[src/rtl/fcs_pkg.sv]
package fcs_pkg;

  localparam int unsigned OCTET_W = 8;
  localparam logic [7:0] HEC_POLY  = 8'h07;
  localparam logic [7:0] HEC_COSET = 8'h55;
  // Check-byte bits that cannot depend on header bits 3..1.
  localparam logic [7:0] HEC_FIXED_BITS = 8'hC1;

  // One octet through the CRC-8 register, MSB first.
  function automatic logic [7:0] crc8_step(input logic [7:0] crc, input logic [7:0] d);
    logic [7:0] c;
    logic       fb;
    c = crc;
    for (int i = 7; i >= 0; i--) begin
      fb = c[7] ^ d[i];
      c  = {c[6:0], 1'b0};
      if (fb) c = c ^ HEC_POLY;
    end
    return c;
  endfunction

  // Compare a received check byte with the computed one under a bit mask.
  function automatic logic hec_match(input logic [7:0] calc, input logic [7:0] rx,
                                     input logic [7:0] care);
    return ((calc ^ rx) & care) == 8'h00;
  endfunction

endpackage

[src/rtl/fcs_hdr_collect.sv]
module fcs_hdr_collect
  import fcs_pkg::*;
#(
  parameter int unsigned HDR_BYTES = 4
) (
  input  logic                         clk,
  input  logic                         rst,
  input  logic                         in_valid,
  input  logic                         in_sof,
  input  logic [OCTET_W-1:0]           in_data,
  output logic [HDR_BYTES*OCTET_W-1:0] hdr_word,
  output logic [7:0]                   crc_acc,
  output logic                         hec_strobe
);
  localparam int unsigned HW    = HDR_BYTES * OCTET_W;
  localparam int unsigned CNT_W = $clog2(HDR_BYTES + 1);
  localparam logic [CNT_W-1:0] CNT_FULL = CNT_W'(HDR_BYTES);

  logic [CNT_W-1:0] cnt;
  logic             collecting;
  logic             take_hdr;

  assign collecting = (cnt != '0) && (cnt != CNT_FULL);
  assign take_hdr   = in_valid && !in_sof && collecting;
  assign hec_strobe = in_valid && !in_sof && (cnt == CNT_FULL);

  always_ff @(posedge clk) begin
    if (rst) begin
      cnt      <= '0;
      hdr_word <= '0;
      crc_acc  <= '0;
    end else if (in_valid && in_sof) begin
      cnt      <= CNT_W'(1);
      hdr_word <= {{(HW-OCTET_W){1'b0}}, in_data};
      crc_acc  <= crc8_step(8'h00, in_data);
    end else if (take_hdr) begin
      cnt      <= cnt + CNT_W'(1);
      hdr_word <= {hdr_word[HW-OCTET_W-1:0], in_data};
      crc_acc  <= crc8_step(crc_acc, in_data);
    end else if (hec_strobe) begin
      cnt      <= '0;
    end
  end

endmodule

[src/rtl/fcs_classify.sv]
module fcs_classify
  import fcs_pkg::*;
#(
  parameter int unsigned HDR_BYTES = 4,
  parameter int unsigned GFC_BITS  = 4
) (
  input  logic [HDR_BYTES*OCTET_W-1:0] hdr_word,
  input  logic [7:0]                   crc_acc,
  input  logic [7:0]                   hec_rx,
  input  logic                         cfg_mask_gfc,
  output logic                         cls_idle,
  output logic                         cls_unasg,
  output logic                         hec_full_ok,
  output logic                         hec_part_ok
);
  localparam int unsigned HW = HDR_BYTES * OCTET_W;
  localparam logic [HW-1:0] KEEP_MASK = {{GFC_BITS{1'b0}}, {(HW-GFC_BITS){1'b1}}};
  localparam logic [HW-1:0] IDLE_WORD = HW'(1);

  logic [HW-1:0] sel_hdr;
  logic [7:0]    hec_calc;

  assign sel_hdr  = cfg_mask_gfc ? (hdr_word & KEEP_MASK) : hdr_word;
  assign hec_calc = crc_acc ^ HEC_COSET;

  assign cls_idle    = (sel_hdr == IDLE_WORD);
  assign cls_unasg   = (sel_hdr[HW-1:4] == '0) && !sel_hdr[0];
  assign hec_full_ok = hec_match(hec_calc, hec_rx, 8'hFF);
  assign hec_part_ok = hec_match(hec_calc, hec_rx, HEC_FIXED_BITS);

endmodule

[src/rtl/fcs_decide.sv]
module fcs_decide (
  input  logic clk,
  input  logic rst,
  input  logic hec_strobe,
  input  logic cls_idle,
  input  logic cls_unasg,
  input  logic hec_full_ok,
  input  logic hec_part_ok,
  input  logic cfg_pass_fill,
  input  logic cfg_skip_hec,
  output logic dec_valid,
  output logic dec_forward,
  output logic dec_idle,
  output logic dec_unassigned
);
  logic is_fill;
  logic hec_clean;
  logic drop_cell;

  assign is_fill   = cls_idle || cls_unasg;
  assign hec_clean = cls_idle ? hec_full_ok : hec_part_ok;
  assign drop_cell = !cfg_pass_fill && is_fill && (cfg_skip_hec || hec_clean);

  always_ff @(posedge clk) begin
    if (rst) begin
      dec_valid      <= 1'b0;
      dec_forward    <= 1'b0;
      dec_idle       <= 1'b0;
      dec_unassigned <= 1'b0;
    end else begin
      dec_valid      <= hec_strobe;
      dec_forward    <= hec_strobe && !drop_cell;
      dec_idle       <= hec_strobe && cls_idle;
      dec_unassigned <= hec_strobe && cls_unasg;
    end
  end

endmodule

[src/rtl/fill_cell_screen.sv]
module fill_cell_screen
  import fcs_pkg::*;
#(
  parameter int unsigned HDR_BYTES = 4,
  parameter int unsigned GFC_BITS  = 4
) (
  input  logic       clk,
  input  logic       rst,
  input  logic       cfg_pass_fill,
  input  logic       cfg_skip_hec,
  input  logic       cfg_mask_gfc,
  input  logic       in_valid,
  input  logic       in_sof,
  input  logic [7:0] in_data,
  output logic       dec_valid,
  output logic       dec_forward,
  output logic       dec_idle,
  output logic       dec_unassigned
);
  localparam int unsigned HW = HDR_BYTES * OCTET_W;

  logic [HW-1:0] hdr_word;
  logic [7:0]    crc_acc;
  logic          hec_strobe;
  logic          cls_idle;
  logic          cls_unasg;
  logic          hec_full_ok;
  logic          hec_part_ok;

  fcs_hdr_collect #(.HDR_BYTES(HDR_BYTES)) u_collect (
    .clk       (clk),
    .rst       (rst),
    .in_valid  (in_valid),
    .in_sof    (in_sof),
    .in_data   (in_data),
    .hdr_word  (hdr_word),
    .crc_acc   (crc_acc),
    .hec_strobe(hec_strobe)
  );

  fcs_classify #(.HDR_BYTES(HDR_BYTES), .GFC_BITS(GFC_BITS)) u_classify (
    .hdr_word    (hdr_word),
    .crc_acc     (crc_acc),
    .hec_rx      (in_data),
    .cfg_mask_gfc(cfg_mask_gfc),
    .cls_idle    (cls_idle),
    .cls_unasg   (cls_unasg),
    .hec_full_ok (hec_full_ok),
    .hec_part_ok (hec_part_ok)
  );

  fcs_decide u_decide (
    .clk           (clk),
    .rst           (rst),
    .hec_strobe    (hec_strobe),
    .cls_idle      (cls_idle),
    .cls_unasg     (cls_unasg),
    .hec_full_ok   (hec_full_ok),
    .hec_part_ok   (hec_part_ok),
    .cfg_pass_fill (cfg_pass_fill),
    .cfg_skip_hec  (cfg_skip_hec),
    .dec_valid     (dec_valid),
    .dec_forward   (dec_forward),
    .dec_idle      (dec_idle),
    .dec_unassigned(dec_unassigned)
  );

endmodule

[config.mk]
export PLATFORM = sky130hd
export DESIGN_NAME = fill_cell_screen
export DESIGN_NICKNAME = d
export VERILOG_FILES = /design/src/rtl/fcs_pkg.sv /design/src/rtl/fcs_hdr_collect.sv /design/src/rtl/fcs_classify.sv /design/src/rtl/fcs_decide.sv /design/src/rtl/fill_cell_screen.sv
export SDC_FILE = /design/constraint.sdc
export NUM_CORES = 1
export LEC_CHECK = 0
export CORE_MARGIN = 2
export CORE_UTILIZATION = 55
export DETAILED_ROUTE_END_ITERATION = 10
export DONT_BUFFER_PORTS = 1
export PLACE_DENSITY = 0.7
export SYNTH_ARGS = -nofsm -noshare
export SYNTH_HDL_FRONTEND = slang
export SYNTH_HIERARCHICAL = 1
export SYNTH_SLANG_ARGS = --single-unit
export TNS_END_PERCENT = 50
[constraint.sdc]
create_clock -name clk -period 2.3 [get_ports clk]
set_input_delay 0.115 -clock clk [delete_from_list [all_inputs] [get_ports clk]]
set_output_delay 0.115 -clock clk [all_outputs]
set_load 0.05 [all_outputs]
Word-level counts from Yosys, hierarchy flattened
Cells that the tools add are included.

cells by class
  eq/ne operators = 3
  add/subtract/negate cells = 1
  bitwise logic cells = 32
  reduce and logical (&&, ||, !) cells = 25
  muxes and demuxes = 60

operators with widths
  kind                   number
  $mux W8                39
  $mux W3                18
  $not A3 Y3             15
  $eq A32 B1 Y1 const B  1
  $mux W32               1
  $logic_not A28 Y1      1
  $logic_not A8 Y1       2
  $xor A1 B1 Y1          15
  $logic_and A1 B1 Y1    11
  $xor A8 B8 Y8          1
  $reduce_bool A3 Y1     2
  $logic_not A1 Y1       4
  $not A4 Y4             1
  $reduce_bool A2 Y1     2
  $add A3 B1 Y3 const B  1
  $eq A3 B3 Y1 const B   1
  $ne A3 B3 Y1 const B   1
  $logic_or A1 B1 Y1     2
  $mux W1                2
  $reduce_or A2 Y1       1

word-level totals
  output and inout bits = 4
  register bits after elaboration = 47

Depth between registers and ports, before layout
Gate-level depths: netlist (run 1).

  word-level depth = 40
  depth in mapped cells = 9
  mapped depth without buffers = 6

By module
Netlist (run 1), hierarchy kept.

by module, submodules not included
  module           instances  cells each  area an instance (sq um)
  fcs_hdr_collect  1          240         2078.2
  fcs_classify     1          23          198.9
  fcs_decide       1          11          141.4

Least setup slack after synthesis (run 1)
No wires, ideal clock.

  path type = reg2reg
  start point = reg u_collect.cnt[0]
  end point = reg u_collect.crc_acc[5]
  data required time = 2.209 ns
  buffers on the path = 2
  library setup time = 0.091 ns
  data arrival time = 1.614 ns
  slack = 0.595 ns
  clock period less this slack = 1.705 ns
  stages on the path, launching flop included = 9
  path through = dfxtp_1 > inv_1 > ha_1 > clkbuf_1 > inv_1 > nand2b_1 > buf_2 > or3_1 > a311oi_1

between the ends
  cells in the longest elaborated chain, start to end = 4
  elaborated cells between the ends (all ways) = 5

ends and longest elaborated chain
  what                                                line                   RTL
  start: declaration                                  fcs_hdr_collect.sv:19  logic [CNT_W-1:0] cnt;
  start signal: assignment                            fcs_hdr_collect.sv:37  cnt <= cnt + CNT_W'(1);
  $ne A3 B3 Y1 or $reduce_bool A3 Y1 (tied branches)  fcs_hdr_collect.sv:23  assign collecting = (cnt != '0) && (cnt != CNT_FULL);
  $logic_and A1 B1 Y1 (*)                             fcs_hdr_collect.sv:23
  $logic_and A1 B1 Y1 (*)                             fcs_hdr_collect.sv:24  assign take_hdr = in_valid && !in_sof && collecting;
  $reduce_bool A2 Y1 (no source line) (*)             -
  end signal: assignment                              fcs_hdr_collect.sv:35  crc_acc <= crc8_step(8'h00, in_data);
  end signal: assignment                              fcs_hdr_collect.sv:39  crc_acc <= crc8_step(crc_acc, in_data);
  end: declaration                                    fcs_hdr_collect.sv:12  output logic [7:0] crc_acc,

Mark *: on every way between the ends. The rest lies on a longest branch, timed or not.
A chain may end at the register's enable or synchronous reset.

Worst setup path in the final report (run 1)
  start point = reg u_collect.cnt[0]
  end point = reg u_collect.hdr_word[4]

between the ends
  cells in the longest elaborated chain, start to end = 4
  elaborated cells between the ends (all ways) = 5

ends and longest elaborated chain
  what                                                line                   RTL
  $ne A3 B3 Y1 or $reduce_bool A3 Y1 (tied branches)  fcs_hdr_collect.sv:23
  $logic_and A1 B1 Y1 (*)                             fcs_hdr_collect.sv:23
  $logic_and A1 B1 Y1 (*)                             fcs_hdr_collect.sv:24
  $reduce_bool A2 Y1 (no source line) (*)             -
  end signal: assignment                              fcs_hdr_collect.sv:34  hdr_word <= {{(HW-OCTET_W){1'b0}}, in_data};
  end signal: assignment                              fcs_hdr_collect.sv:38  hdr_word <= {hdr_word[HW-OCTET_W-1:0], in_data};
  end: declaration                                    fcs_hdr_collect.sv:11  output logic [HDR_BYTES*OCTET_W-1:0] hdr_word,

Marks and branches as above.

==> flow_summary_export.csv, run 1 <==
group,metric,value,unit
final_layout,nNetsFinal,294,
die,die_w,70.3,um
clock_tree,path_clk_slew,0.09,ns
die,fp.coreArea,4290,um^2
final_layout,area_growth,9.88,%
clock_tree,clk_latency,0.30,ns
global_route,grt_pass1_vias,1814,
sta,hold_violations,0,
clock_tree,htree_levels,2,
die,initial_core_util,0.563,
flow_run,maxCapViolCount,0,
power,pwr-share-seq,0.477,
critical_path,end_kind,"flop",
synth,synthesis.area,2420,um^2
critical_path,crit_fanout,10,
power,swShare,0.266,
sta,min_period,1.79,ns
final_layout,utilization,0.619,
final_layout,diodes,0,
routing,wl_per_cell,15.3,um
final_layout,seq_area,941,um^2
synth,yosysTopAreaCell,"dfxtp_1",
clock_tree,clk_root_buffer_cell,"clkbuf_8",
routing,first_iter_violations,107,
routing,drtPass1Iterations,5,
global_route,grt-ovfl-total,0,
die,fp.dieH,70.3,um
synth,synth_area_leaders,"dfxtp_1, nand2_1, xnor2_1, a21oi_1, mux2i_1",
global_route,grt_max_degree,30,
final_layout,num-fill-cells,388,
routing,vias,1885,
clock_tree,cts_tree,"built",
power,clkPwrFrac,0.344,
critical_path,path_class,"reg2reg",
place,port_buffers,0,
status,status,"finished, final reports clean",
synth,synth_seq_cells,47,
final_layout,final_common_cell,"nand2_1",
place,place_area,2440,um^2
sta,period_share,0.779,
synth,synth_top_flop_cell,"dfxtp_1",
die,die_area,4940,um^2
synth,syn_nets,291,
critical_path,critPathLaunchType,"flop",
sta,final_max_slew_viol_count,0,
sta,worst_pin_slew,0.798,ns
critical_path,critPathRequiredTime,2.46,ns
die,num_rows,24,
clock_tree,clkSinkCount,47,
final_layout,layout-drive-gt1-share,0.0899,
sta,fin_skew,0.00912,ns
power,leakagePower,0.947,nW
final_layout,mostFrequentLayoutCells,"nand2_1, dfxtp_1, a21oi_1",
synth,synth-seq-area-share,0.389,
sta,tns,0,ns
sta,relSlewSlack,0.466,
hold_path,hp-class,"in2reg",
global_route,grt_use_total,0.220,
global_route,antenna_found_initial,0,
synth,synth_area_per_cell,8.83,um^2
final_layout,final_cell_area,2660,um^2
synth,ys_async_sr_fraction,0,
power,comb_power_share,0.179,
clock_tree,numCtsBuffers,5,
final_layout,multi_input_area,1380,um^2
clock_tree,cts_buffer_depth,2,
sta,setup_viol,0,
sta,fmax,558,MHz
critical_path,cp.arrival,1.95,ns
synth,synth-edff-count,0,
clock_tree,cts_resized,0,
routing,drt_wl_total,5040,um
place,dpl.hpwl,3350,um
power,p_sw,484,uW
power,p_int,1.34,mW
die,ios,19,
routing,ant_nets,0,
power,pwr_density_cell,686,nW/um^2
routing,viasPerCell,5.71,
synth,ys_warn_count,6,
routing,drc,0,
sta,rsz0062_at_grt,"false",
global_route,grt_pass1_wl,8650,um
synth,synth_cell_types,47,
power,ir_worst_vdd,0.478,mV
place,place_congestion,0.801,
synth,synth_top_cell_area_share,0.389,
synth,syn_inst,274,
synth_stat cells (4+ instances only):
master    number
xor2_1         7
o21ai_0        7
nand2b_1       5
mux2i_1       12
inv_1          6
nand2_1       52
xnor2_1       19
nor4_1         4
dfxtp_1       47
a21oi_1       30
buf_2          6
clkbuf_1      11
nor2_1        16
cell families (layout without fill, tap and decap cells):
logic type,count (synthesis),count (layout),synth area share
compound gates,56,56,0.141
xor+xnor,34,34,0.165
flops,47,47,0.389
fa+ha+maj,2,2,0.0103
simple gates,99,99,0.204
buf+inv,24,28,0.0404
mux,12,12,0.0497
worst paths after layout:
path	startpoint	endpoint	slack, ns	cells after the start
setup / recovery	u_collect/cnt[0]	u_collect/hdr_word[4]	0.51	7
hold / removal	in_valid	u_collect/crc_acc[4]	0.01	2
setup reg to reg	u_collect/cnt[0]	u_collect/hdr_word[4]	0.51	7
hold reg to reg	u_collect/hdr_word[26]	u_collect/hdr_word[26]	0.46	2
metrics by stage:
| step | worst slack (ns) | cells | hold slack, ns | power [mW] |
|---|---|---|---|---|
| floorplan | 0.595 | 274 | 0.187 | 1.15 |
| global placement | 0.608 | 312 | 0.185 | 1.19 |
| detailed placement | 0.578 | 312 | 0.185 | 1.19 |
| CTS | 0.513 | 330 | 0.00348 | 1.83 |
| global route | 0.351 | 330 | 0.0126 | 1.90 |
| finish | 0.507 | 330 | 0.00982 | 1.82 |
repair_timing:
action | 4_1_cts | 5_1_grt
setup buffers | 0 | 0
endpoints found under the hold margin | 18 | 0
hold buffers | 10 | 0
per-layer routing:
metal / part of all wire / GRT usage
met4: 0.0069 / 0.0513
met2: 0.46 / 0.351
met1: 0.48 / 0.306
met5: 0 / 0
met3: 0.048 / 0.0447
cell type report:
class / instances / share of cell area
Inverter: 6 / 0.00847
Multi-Input combinational cell: 203 / 0.520
Sequential cell: 47 / 0.354
Clock inverter: 3 / 0.0179
Timing Repair Buffer: 14 / 0.0490
Tap cell: 52 / 0.0245
Clock buffer: 5 / 0.0259
power groups by stage:
| stage | logic, mW | clock network [mW] | registers, mW |
|---|---|---|---|
| 4_1_cts | 0.326 | 0.638 | 0.869 |
| 3_5_place_dp | 0.302 | 0 | 0.888 |
| 2_1_floorplan | 0.275 | 0 | 0.880 |
| 3_3_place_gp | 0.298 | 0 | 0.888 |
| 5_1_grt | 0.357 | 0.665 | 0.874 |
| 6_report | 0.327 | 0.626 | 0.869 |
worst max-delay path: stages, from the launching register on:
cell and delay [ns]:
dfxtp_1 0.37, inv_1 0.06, ha_1 0.31, nand2b_1 0.15, and2_1 0.28, buf_4 0.22
mux2i_1 0.20, nor2_1 0.05
registers in the layout, summed over array words and instances, names as in the netlist:
name	flops
u_decide/dec_idle	1
u_decide/dec_valid	1
u_collect/cnt	3
u_collect/crc_acc	8
u_decide/dec_unassigned	1
u_decide/dec_forward	1
u_collect/hdr_word	32
No activity file was read; power rests on OpenSTA's default activity.
==> inputs of run 2 (changes only) <==
- PLACE_DENSITY: 0.7 -> 0.73
- clock period: 2.3 -> 1.5 ns (I/O delays scaled with it)
==> run 2 against run 1 <==
The flow now finishes with violations (negative setup slack); total power rose by 47%; highest routed layer unchanged; largest cell class unchanged; non-clock buffer count is 19 higher; clock power is 18% higher; maximum frequency up 14%; via count increased by 6.0%; register-to-register slack worse by 0.58 ns; design area grew 9.7%; combinational power is 86% higher; die area stayed put; core utilization increased by 6.0 points.
==> flow_summary_export.csv, run 2 (same netlist as run 1, synthesis figures left out) <==
group,metric,value,unit
clock_tree,htree_levels,2,
die,die_w,70.3,um
place,place_congestion,0.850,
clock_tree,clkSinkCount,47,
hold_path,hp-class,"in2reg",
clock_tree,clk_root_buffer_cell,"clkbuf_8",
die,initial_core_util,0.563,
critical_path,rrSetupSlack,-0.07,ns
routing,vias,1998,
die,fp.dieH,70.3,um
global_route,grt_max_degree,27,
sta,setup_viol,1,
final_layout,largest_reg_flops,32,
die,ios,19,
final_layout,largest_register,"u_collect/hdr_word",
place,dpl.hpwl,3620,um
final_layout,area_growth,20.6,%
clock_tree,path_clk_slew,0.09,ns
global_route,grt_pass1_wl,9030,um
routing,drt_wl_total,5700,um
critical_path,end_kind,"flop",
sta,setup_ws,-0.0731,ns
sta,final_max_slew_viol_count,0,
clock_tree,numCtsBuffers,5,
power,leakagePower,1.07,nW
critical_path,path_class,"reg2reg",
place,port_buffers,0,
final_layout,diodes,0,
final_layout,num-fill-cells,340,
critical_path,crit_fanout,3,
flow_run,maxCapViolCount,0,
sta,fin_skew,0.00469,ns
critical_path,critPathSlowestCell,"dfxtp_2",
global_route,grt-ovfl-total,0,
final_layout,multi_input_area,1490,um^2
sta,rsz0062_at_grt,"true",
critical_path,critPathRequiredTime,1.70,ns
final_layout,reg_top3,"u_collect/hdr_word x32, u_collect/crc_acc x8, u_collect/cnt x3",
final_layout,layout-drive-gt1-share,0.220,
sta,min_period,1.57,ns
die,num_rows,24,
routing,first_iter_violations,141,
clock_tree,clk_latency,0.30,ns
routing,ant_nets,0,
clock_tree,cts_tree,"built",
routing,drc,0,
global_route,grt_use_total,0.230,
die,die_area,4940,um^2
die,fp.coreArea,4290,um^2
place,place_area,2580,um^2
sta,worst_pin_slew,0.829,ns
critical_path,critPathLaunchType,"flop",
sta,hold_violations,0,
critical_path,max_stage_delay,0.34,ns
global_route,grt_pass1_vias,1891,
final_layout,nNetsFinal,313,
final_layout,mostFrequentLayoutCells,"nand2_1, dfxtp_1, a21oi_1",
power,pwr_density_cell,919,nW/um^2
critical_path,cp.arrival,1.77,ns
final_layout,final_cell_area,2920,um^2
status,status,"complete, but fails checks",
final_layout,final_common_cell,"nand2_1",
power,totalPowerFinal,2.68,mW
routing,drtPass1Iterations,4,
critical_path,crit_chain,"nor4_4 -> nand4_1 -> nor3_4 -> o21bai_1 -> a22o_1",
routing,wl_per_cell,16.4,um
global_route,antenna_found_initial,0,
place,place_ws,-0.0409,ns
power,ir_worst_vdd,0.434,mV
sta,relSlewSlack,0.445,
final_layout,seq_area,953,um^2
status,failed_checks,"negative setup slack",
clock_tree,cts_buffer_depth,2,
sta,fmax,636,MHz
routing,viasPerCell,5.74,
sta,period_share,1.05,
run 2: changes by cell type in the layout (fill, tap and decap cells not counted), sizes merged:
cell,delta
bufinv,-1
clkinv,+1
clkbuf,+1
inv,-1
dlygate4sd3,+2
buf,+16
run 2: through the flow:
| stage | setup TNS [ns] | cells | util | hold slack [ns] |
|---|---|---|---|---|
| after floorplan | 0 | 274 | - | 0.147 |
| after global placement | 0 | 327 | 0.602 | 0.146 |
| after detailed placement | -0.0409 | 327 | 0.602 | 0.145 |
| after CTS | -0.0435 | 346 | 0.650 | 0.000639 |
| after global routing | -0.286 | 348 | 0.679 | 0.00360 |
| final | -0.0731 | 348 | 0.679 | 0.0113 |
run 2: power breakdown:
| part | switching (mW) | internal (mW) | leakage, nW |
|---|---|---|---|
| clock | 0.420 | 0.319 | 0.0440 |
| combinational | 0.283 | 0.324 | 0.645 |
| sequential | 0.0470 | 1.29 | 0.386 |
run 2: metal layers:
layer,GRT usage,wire length [um],vias up,share of wire
li1,-,-,985,-
met1,0.307,2470,964,0.43
met2,0.377,2920,43,0.51
met3,0.0447,250,6,0.044
met4,0.0705,57,0,0.010
met5,0,0,-,0
run 2: final timing paths:
kind / cells past startpoint / end / start
max reg2reg: 5 / u_decide/dec_forward / u_collect/hdr_word[27]
min reg2reg: 2 / u_collect/hdr_word[28] / u_collect/hdr_word[28]
max: 5 / u_decide/dec_forward / u_collect/hdr_word[27]
min: 3 / u_collect/crc_acc[6] / in_data[6]
run 2: worst max-delay path: cells and delay by family, from the launching register on:
family / cells / cell delay (ns)
compound gates: 2 / 0.32
flops: 1 / 0.34
simple gates: 3 / 0.81
run 2: layout make-up:
class                           count  area share
Sequential cell                    47       0.327
Clock inverter                      2     0.00472
Timing Repair Buffer               33       0.103
Multi-Input combinational cell    203       0.511
Clock buffer                        5      0.0236
Inverter                            6     0.00858
Tap cell                           52      0.0223
run 2: repair_timing:
action                                  in CTS  in global routing
hold buffers                                12                  0
resized for setup                            1                 26
hold endpoints to repair                    19                  0
buffers inserted                             0                  2
gates cloned                                 0                  0
endpoints found under the setup margin       1                 27
pin swaps                                    2                  7
==> inputs of run 3 (changes only) <==
- CORE_UTILIZATION: 55 -> 56
- PLACE_DENSITY: 0.73 -> 0.74
==> run 3 against run 2 <==
The flow finishes with violations (negative hold slack, negative setup slack); wire length shrank 2.0%; flip-flop and latch count is the same; sequential share of layout area shrank 0.53 points; setup slack lost 0.017 ns.
==> flow_summary_export.csv, run 3 (same netlist as run 1, synthesis figures left out) <==
group,metric,value,unit
sta,final_max_slew_viol_count,0,
die,num_rows,23,
routing,drtPass1Iterations,4,
power,pwr-share-seq,0.458,
power,ir_worst_vdd,0.714,mV
final_layout,area_growth,23.1,%
sta,fmax,629,MHz
critical_path,critPathLaunchType,"flop",
global_route,grt_use_total,0.229,
critical_path,rr_startpoint,"u_collect/hdr_word[10]",
sta,hold_violations,18,
clock_tree,numCtsBuffers,5,
critical_path,ff2ff_path_depth,5,
critical_path,critPathRequiredTime,1.75,ns
clock_tree,path_clk_slew,0.09,ns
critical_path,path_class,"reg2reg",
final_layout,instances_no_fill,346,
clock_tree,cts-hold-fix-buffers,2,
die,initial_core_util,0.592,
die,die_w,69.7,um
routing,vias,1999,
global_route,grt-ovfl-total,0,
sta,setup_viol,2,
routing,wl_per_cell,16.2,um
critical_path,crit_chain,"nor4_2 -> o211ai_1 -> nor3_4 -> mux2i_1 -> a22o_1",
routing,drc,0,
sta,min_period,1.59,ns
critical_path,rrSetupSlack,-0.09,ns
clock_tree,clk_root_buffer_cell,"clkbuf_8",
global_route,grt_max_degree,28,
final_layout,final_common_cell,"nand2_1",
final_layout,nNetsFinal,312,
flow_run,maxCapViolCount,0,
routing,drt_wl_total,5590,um
final_layout,diodes,0,
power,p_sw,771,uW
status,status,"complete, but fails checks",
sta,period_share,1.06,
power,clkPwrFrac,0.324,
clock_tree,cts_tree,"built",
final_layout,mostFrequentLayoutCells,"nand2_1, dfxtp_1, a21oi_1",
die,ios,19,
power,swShare,0.265,
clock_tree,htree_levels,2,
die,fp.dieH,69.7,um
critical_path,max_stage_delay,0.32,ns
global_route,grt_pass1_wl,8990,um
final_layout,largest_reg_flops,32,
place,port_buffers,0,
final_layout,layout-drive-gt1-share,0.287,
critical_path,crit_fanout,3,
power,p_int,2.13,mW
place,place_congestion,0.768,
critical_path,crit_path_end,"u_decide/dec_forward",
routing,ant_nets,0,
final_layout,num-fill-cells,305,
sta,whs,-0.176,ns
final_layout,largest_register,"u_collect/hdr_word",
status,failed_checks,"negative hold slack, negative setup slack",
place,place_inst,330,
power,totalPowerFinal,2.91,mW
power,leakagePower,1.11,nW
place,dpl.hpwl,3730,um
critical_path,critPathSlowestCell,"dfxtp_1",
sta,setup_ws,-0.0902,ns
global_route,antenna_found_initial,0,
sta,tns,-0.119,ns
clock_tree,clk_latency,0.30,ns
clock_tree,clkSinkCount,47,
routing,viasPerCell,5.78,
sta,relSlewSlack,0.678,
critical_path,critPathLaunch,"u_collect/hdr_word[10]",
routing,first_iter_violations,141,
critical_path,cp.arrival,1.84,ns
power,comb_power_share,0.218,
sta,worst_pin_slew,0.482,ns
critical_path,end_kind,"flop",
clock_tree,cts_buffer_depth,2,
critical_path,reg2reg_to,"u_decide/dec_forward",
final_layout,reg_top3,"u_collect/hdr_word x32, u_collect/crc_acc x8, u_collect/cnt x3",
sta,fin_skew,0.00950,ns
die,fp.coreArea,4090,um^2
sta,rsz0062_at_grt,"true",
die,die_area,4860,um^2
hold_path,hp-class,"in2reg",
power,pwr_density_cell,976,nW/um^2
global_route,grt_pass1_vias,1853,
==> run 3: cell types whose count changed in the layout (fill, tap and decap cells not counted), sizes merged <==
| cell | change |
|---|---|
| clkinvlp | +1 |
| buf | +8 |
| dlygate4sd3 | -10 |
| clkinv | -2 |
| bufinv | +1 |
| inv | +1 |
| clkbuf | +1 |
==> run 3: cell type report <==
| cell class | instances | area, um^2 | share of cell area |
|---|---|---|---|
| inverter | 6 | 25.0 | 0.00841 |
| multi-input combinational | 203 | 1530 | 0.515 |
| tap | 50 | 62.6 | 0.0210 |
| sequential | 47 | 957 | 0.322 |
| clock buffer | 5 | 68.8 | 0.0231 |
| timing repair buffer | 32 | 285 | 0.0958 |
| clock inverter | 3 | 46.3 | 0.0156 |
==> run 3: power groups by stage <==
stage          registers (mW)  clock network, mW  logic [mW]
3_3_place_gp             1.35                  0       0.527
5_1_grt                  1.34               1.00       0.681
3_5_place_dp             1.35                  0       0.540
6_report                 1.33              0.940       0.634
2_1_floorplan            1.35                  0       0.431
4_1_cts                  1.32              0.956       0.552
==> run 3: routing by layer <==
layer	wire, um	share of wire	up-vias	global-route usage
met4	40	0.0072	0	0.0662
li1	-	-	980	-
met1	2600	0.46	960	0.329
met5	0	0	-	0
met3	296	0.053	4	0.0392
met2	2650	0.47	55	0.356
==> run 3: timing repair <==
item	4_1_cts	5_1_grt
endpoints found under the hold margin	19	18
pin swaps	5	10
gates resized for setup	4	31
endpoints found under the setup margin	1	31
buffers inserted	1	5
gates cloned	0	1
==> run 3: worst max-delay path, delay by kind of cell (launching register included) <==
kind,cells,cell delay [ns]
simple gates,2,0.60
flops,1,0.32
compound gates,2,0.39
mux,1,0.25
==> run 3: metrics by stage <==
| stage | cell area [um^2] | setup slack, ns | util | hold slack [ns] |
|---|---|---|---|---|
| global placement | 2630 | -0.0125 | 0.644 | 0.143 |
| floorplan | 2450 | 0.00244 | - | 0.147 |
| CTS | 2790 | -0.0443 | 0.682 | -0.180 |
| finish | 2980 | -0.0902 | 0.728 | -0.176 |
| global route | 2980 | -0.121 | 0.728 | -0.193 |
| detailed placement | 2630 | -0.0741 | 0.644 | 0.144 |
==> run 3: worst min-delay path by stage <==
stage	cells past startpoint	slack, ns	from	endpoint
finish	1	-0.18	rst	u_collect/crc_acc[2]
detailed placement	1	0.14	rst	u_collect/crc_acc[2]
global route	1	-0.19	rst	u_collect/crc_acc[2]
global placement	1	0.14	rst	u_collect/crc_acc[2]
floorplan	1	0.15	rst	u_decide/dec_valid
CTS	1	-0.18	rst	u_collect/crc_acc[2]
